**config.mk**
```make
export PLATFORM = sky130hd
export DESIGN_NAME = tapdiv
export DESIGN_NICKNAME = d
export VERILOG_FILES = /design/src/rtl/tapdiv_pkg.sv /design/src/rtl/tapdiv_chain.sv /design/src/rtl/tapdiv_tapmux.sv /design/src/rtl/tapdiv_third.sv /design/src/rtl/tapdiv.sv
export SDC_FILE = /design/constraint.sdc
export NUM_CORES = 1
export LEC_CHECK = 0
export CAP_MARGIN = 20
export CORE_MARGIN = 1.5
export CORE_UTILIZATION = 25
export CTS_BUF_LIST = sky130_fd_sc_hd__clkbuf_4
export CTS_CLUSTER_DIAMETER = 200
export CTS_CLUSTER_SIZE = 14
export DETAILED_ROUTE_END_ITERATION = 10
export DONT_BUFFER_PORTS = 1
export GPL_ROUTABILITY_DRIVEN = 0
export GPL_TIMING_DRIVEN = 0
export PLACE_DENSITY = 0.46
export SYNTH_ARGS = -nofsm -noshare
export SYNTH_HDL_FRONTEND = slang
export SYNTH_SLANG_ARGS = --single-unit
```
**constraint.sdc**
```tcl
create_clock -name clk_in -period 1.44 [get_ports clk_in]
set_clock_uncertainty 0.1 [all_clocks]
set_input_delay 0.216 -clock clk_in [delete_from_list [all_inputs] [get_ports clk_in]]
set_output_delay 0.216 -clock clk_in [all_outputs]
set_load 0.005 [all_outputs]
```
**src/rtl/tapdiv_pkg.sv**
```systemverilog
package tapdiv_pkg;

  // Width of a code able to name taps 0..stages
  function automatic int code_width(input int stages);
    return $clog2(stages + 1);
  endfunction

  // Next state of a modulo-3 counter
  function automatic logic [1:0] mod3_next(input logic [1:0] cur);
    return (cur == 2'd2) ? 2'd0 : cur + 2'd1;
  endfunction

  // Last state of the modulo-3 cycle
  function automatic logic mod3_last(input logic [1:0] cur);
    return cur == 2'd2;
  endfunction

endpackage

```
**src/rtl/tapdiv_chain.sv**
```systemverilog
module tapdiv_chain #(
  parameter int STAGES = 7
) (
  input  logic              clk,
  input  logic              rst_n,
  output logic [STAGES-1:0] cnt,
  output logic [STAGES-1:0] tick
);

  // tick[i]: stage i changes on the coming rising edge
  assign tick[0] = 1'b1;
  for (genvar i = 1; i < STAGES; i++) begin : g_tick
    assign tick[i] = &cnt[i-1:0];
  end

  for (genvar i = 0; i < STAGES; i++) begin : g_stage
    always_ff @(posedge clk or negedge rst_n) begin
      if (!rst_n)       cnt[i] <= 1'b0;
      else if (tick[i]) cnt[i] <= ~cnt[i];
    end
  end

endmodule

```
**src/rtl/tapdiv_tapmux.sv**
```systemverilog
module tapdiv_tapmux #(
  parameter int STAGES = 7,
  parameter int SEL_W  = 3
) (
  input  logic              clk_raw,
  input  logic [STAGES-1:0] cnt,
  input  logic [STAGES-1:0] tick,
  input  logic [SEL_W-1:0]  sel,
  output logic              tap,
  output logic              tap_tick
);

  localparam int NTAPS = 1 << SEL_W;

  logic [NTAPS-1:0] tap_vec;
  logic [NTAPS-1:0] tick_vec;

  assign tap_vec[0]  = clk_raw;
  assign tick_vec[0] = 1'b0;

  for (genvar k = 1; k < NTAPS; k++) begin : g_tap
    if (k <= STAGES) begin : g_real
      assign tap_vec[k]  = cnt[k-1];
      assign tick_vec[k] = tick[k-1];
    end else begin : g_unused
      assign tap_vec[k]  = 1'b0;
      assign tick_vec[k] = 1'b0;
    end
  end

  assign tap      = tap_vec[sel];
  assign tap_tick = tick_vec[sel];

endmodule

```
**src/rtl/tapdiv_third.sv**
```systemverilog
module tapdiv_third
  import tapdiv_pkg::*;
(
  input  logic clk,
  input  logic rst_n,
  input  logic tap_tick,
  input  logic raw_mode,
  output logic pulse,
  output logic slow,
  output logic q
);

  logic [1:0] raw_cnt;
  logic       pulse_neg;
  logic [1:0] edge_cnt;

  // Raw-clock path: one-cycle pulse every third edge, stretched by half a cycle
  always_ff @(posedge clk or negedge rst_n) begin
    if (!rst_n) begin
      raw_cnt <= 2'd0;
      pulse   <= 1'b0;
    end else begin
      raw_cnt <= mod3_next(raw_cnt);
      pulse   <= mod3_last(raw_cnt);
    end
  end

  always_ff @(negedge clk or negedge rst_n) begin
    if (!rst_n) pulse_neg <= 1'b0;
    else        pulse_neg <= pulse;
  end

  // Tap path: toggle on every third tap transition
  always_ff @(posedge clk or negedge rst_n) begin
    if (!rst_n) begin
      edge_cnt <= 2'd0;
      slow     <= 1'b0;
    end else if (tap_tick) begin
      edge_cnt <= mod3_next(edge_cnt);
      if (mod3_last(edge_cnt)) slow <= ~slow;
    end
  end

  assign q = raw_mode ? (pulse | pulse_neg) : slow;

endmodule

```
**src/rtl/tapdiv.sv**
```systemverilog
module tapdiv
  import tapdiv_pkg::*;
#(
  parameter int STAGES = 7,
  localparam int SEL_W = code_width(STAGES)
) (
  input  logic             clk_in,
  input  logic             rst_n,
  input  logic [SEL_W-1:0] sel,
  input  logic             div3_en,
  output logic             clk_out
);

  logic [STAGES-1:0] chain_cnt;
  logic [STAGES-1:0] chain_tick;
  logic              tap;
  logic              tick_sel;
  logic              d3_pulse;
  logic              d3_slow;
  logic              d3_out;
  logic              raw_mode;

  assign raw_mode = (sel == '0);

  tapdiv_chain #(.STAGES(STAGES)) u_chain (
    .clk   (clk_in),
    .rst_n (rst_n),
    .cnt   (chain_cnt),
    .tick  (chain_tick)
  );

  tapdiv_tapmux #(.STAGES(STAGES), .SEL_W(SEL_W)) u_mux (
    .clk_raw  (clk_in),
    .cnt      (chain_cnt),
    .tick     (chain_tick),
    .sel      (sel),
    .tap      (tap),
    .tap_tick (tick_sel)
  );

  tapdiv_third u_third (
    .clk      (clk_in),
    .rst_n    (rst_n),
    .tap_tick (tick_sel),
    .raw_mode (raw_mode),
    .pulse    (d3_pulse),
    .slow     (d3_slow),
    .q        (d3_out)
  );

  assign clk_out = div3_en ? d3_out : tap;

endmodule

```
[Word-level counts from Yosys, hierarchy flattened]
Cells that the tools add are included.
Storage, ports and cells
  flip-flop bits (word level): 14
Operators by class
  $add $sub $neg: 2
  multiplexer cells: 8
  bitwise logic cells: 9
  $lt $le $gt $ge: 1
  reductions and logical operators: 7
  eq/ne operators: 2
Operators by type and width (number)
  1-bit NOT: 8
  1-bit binary-select mux with 3-bit select: 2
  6-bit AND reduction: 1
  5-bit AND reduction: 1
  2-bit by 1-bit adder with 2-bit output, second input constant: 2
  2-bit equality test, second input constant: 2
  3-bit by 4-bit less-than comparator with 1-bit output, second input constant: 1
  1-bit 2-to-1 mux: 4
  2-bit 2-to-1 mux: 2
  2-bit AND reduction: 2
  4-bit AND reduction: 1
  3-bit logical NOT: 1
  3-bit AND reduction: 1
  1-bit bitwise OR: 1

[Depth between registers and ports, before layout]
  depth after elaboration: 4
  depth in mapped cells: 5

[Hierarchy]
From an unflattened synthesis, not the netlist that was laid out.
Unflattened totals
  cells, all modules: 52
  area, all modules: 701.9 sq um
By module, submodules not included
  tapdiv_chain: times used 1, sequential area each 175.2 sq um, area an instance 302.8 sq um, cells an instance 22
  tapdiv_third: times used 1, sequential area each 175.2 sq um, area an instance 251.5 sq um, cells an instance 20
  tapdiv_tapmux: times used 1, sequential area each 0.0 sq um, area an instance 127.6 sq um, cells an instance 8
  tapdiv: times used 1, sequential area each 0.0 sq um, area an instance 20.0 sq um, cells an instance 2

==> key figures <==
Setup path
  – Crit-path max FO: 1
  – CP required: 1.12 ns
  – Largest delay share family, worst path: flip-flops
  – Setup crit end kind: primary output
  – CP Buf/Inv Count: 0
  – CP arrival: 1.77 ns
  – WS Path Type: flop to primary output
  – Delay of the slowest critical-path stage: 0.39 ns
  – Cells along the critical path: nor2_1, nand2_1, o211ai_1, o21ai_1
  – Crit start category: flop
  – Slowest CP cell: dfrtn_1

Final layout
  – Design area: 839.6 um2
  – Most common cell after layout, fill and taps aside: dfrtp_1
  – Commonest cells after routing, fill and taps aside: dfrtp_1, clkbuf_4, nor2_1, mux2i_1, xnor2_1
  – Layout area overhead: 20.47%
  – Antenna cell count: 0
  – Final net count: 74
  – Share of layout cells above drive strength 1: 0.2687

Power
  – Sw Share: 0.2542
  – PwrDens: 1184 nW/um2
  – Sw Pwr: 0.2527 mW
  – Gate power share: 0.157
  – Clock network fraction of total power: 0.373
  – Int Pwr: 0.7416 mW
  – Total Power: 0.9944 mW
  – Peak VDD IR: 0.0006222 V
  – Sequential Power Share: 0.470
  – Leak pwr: 0.3520 nW

CTS
  – CTS tree: built
  – Reg clk slew, reported paths: 0.08 ns
  – Skew-Pair Late Insertion Delay: 0.38 ns

Detailed routing
  – Vias per std cell: 4.742
  – DR vias: 460
  – Residual DRC count: 0
  – Total detailed-routing wirelength: 1.238 mm
  – Final antenna-violating net count: 0
  – First-pass DRT Iterations: 2
  – Drt wl/cell: 12.76 um
  – DRT iter0 DRCs: 13

Logic synthesis
  – Post-synth EDFFs: 0
  – Post-synthesis cell area: 696.9 um2
  – #FFs+latches synth: 14
  – Post-synth ARST share: 1.000
  – Cells after Synth: 57
  – Compound-cell area share of the yosys netlist: 0.1221
  – Post-synthesis mux area share: 0.1221
  – Synth warn: 0
  – Synthesized area per cell: 12.23 um2
  – Simple-Gate Fraction of Synth Area: 0.1400
  – Cell taking the most area after synthesis: dfrtp_1
  – Share of the synthesized area in the top cell type: 0.4668
  – Synth Area in XOR/XNOR: 0.07540
  – Ys flop type: dfrtp_1
  – Post-Synthesis Net Count: 63
  – Synth Area in Adders: 0
  – Largest family of logic cells by synthesized area: simple AND/OR/NAND/NOR gates
  – Cell variety after synth: 25
  – Largest cells by area after synthesis: dfrtp_1, mux2i_1, xnor2_1
  – Post-synthesis sequential area ratio: 0.5027

Floorplan
  – Io pins: 7
  – # rows: 18
  – Core area: 2567 um2
  – Starting density of the core: 0.2714
  – Die height: 55.80 um
  – Die area: 3114 um2
  – Die width: 55.80 um

Timing
  – Fin worst setup slack: -0.6492 ns
  – Slew margin rel.: 0.6012
  – Setup TNS: -0.8184 ns
  – Number of setup violations in the final report: 3
  – RSZ-0062 raised after global routing: true
  – Hold Vio Cnt, Final: 0
  – Worst-Margin Slew: 0.5963 ns
  – Max-slew violation count: 0
  – Fin Hold WS: 0.04553 ns

GRT
  – First-pass GRT wire length: 2.111 mm
  – Initial antenna violation count: 0
  – Gr usage total: 0.09524
  – Largest net degree at the start of global routing: 14
  – GRT overflow: 0
  – Vias in the first global route: 479

Placement
  – Post-Place Worst Slack: -0.2200 ns
  – Dpl cell area: 754.5 um2
  – Post-DP HPWL: 834.4 um
  – IO Port Bufs: 0

Job
  – Max capacitance violation total: 0

Run status
  – Failing checks: setup timing
  – Status: finished with violations

Hold path
  – Worst hold path type: input pin to flop
## worst paths after layout
| path | slack [ns] | cells after the start | end | startpoint |
|---|---|---|---|---|
| worst max-delay path | -0.65 | 4 | clk_out | u_third.pulse_neg |
| worst max register to register | -0.09 | 5 | u_third.edge_cnt[0] | u_chain.cnt[0] |
| worst min-delay path | 0.05 | 3 | u_third.slow | sel[2] |
| max in group asynchronous | 0.55 | 1 | u_third.pulse_neg | rst_n |
| min in group asynchronous | 0.17 | 1 | u_third.edge_cnt[1] | rst_n |
| worst min register to register | 0.35 | 1 | u_third.pulse | u_third.raw_cnt[0] |
## stage by stage
step	util	std cells
4_1_cts	0.3226	96
6_report	0.3270	97
2_1_floorplan	-	57
3_3_place_gp	0.2939	87
3_5_place_dp	0.2939	87
5_1_grt	0.3270	97
## sequential cells by signal, summed over array words and instances, names as in the netlist
register / flops
u_chain.cnt: 7
u_third.edge_cnt: 2
u_third.raw_cnt: 2
u_third.pulse_neg: 1
u_third.pulse: 1
u_third.slow: 1
## metal layers
metal | global-route usage | wire, um
met1 | 0.1133 | 620
met5 | 0 | 0
met2 | 0.1139 | 513
met3 | 0.06279 | 81
met4 | 0.08014 | 23
## timing repair
item                       4_1_cts  5_1_grt
hold endpoints to repair        14        1
gates resized for setup          2        1
hold buffers                     2        1
buffers inserted                 0        0
setup endpoints to repair        3        3
pin swaps                        0        1
## power groups by stage
stage	sequential [mW]	combinational (mW)	clock [mW]
2_1_floorplan	0.467	0.127	0.0260
3_3_place_gp	0.478	0.136	0.0260
3_5_place_dp	0.477	0.139	0.0260
4_1_cts	0.468	0.155	0.392
5_1_grt	0.476	0.172	0.419
6_report	0.468	0.156	0.371
## logic make-up (layout without fill, tap and decap cells)
logic type	after synthesis	after routing
mux	7	7
flops	14	14
buf+inv	3	13
xor+xnor	6	6
simple gates	19	19
compound gates	8	8
## layout make-up
class	instances	area (um2)
tap	30	37.54
buffer	2	22.52
clock inverter	1	3.754
inverter	1	3.754
fill	271	1728
clock buffer	6	45.04
timing repair buffer	3	30.03
multi-input combinational	40	344.1
sequential	14	352.8
## Yosys cell counts (2+ instances only)
master	count
nand2b_1	3
xnor2_1	4
buf_6	2
mux2i_1	4
a21boi_1	2
nor2_1	5
nor2b_1	2
dfrtp_1	13
nor3_1	2
mux2_1	2
nand2_1	3
xor2_1	2
## worst register-to-register path, delay by kind of cell (launching register included)
family | cells | cell delay (ns)
AO/OA/AOI/OAI | 2 | 0.21
buffers and inverters | 1 | 0.13
flip-flops | 1 | 0.46
multiplexers | 1 | 0.32
AND/OR/NAND/NOR | 1 | 0.20
No activity file was read; power rests on OpenSTA's default activity.
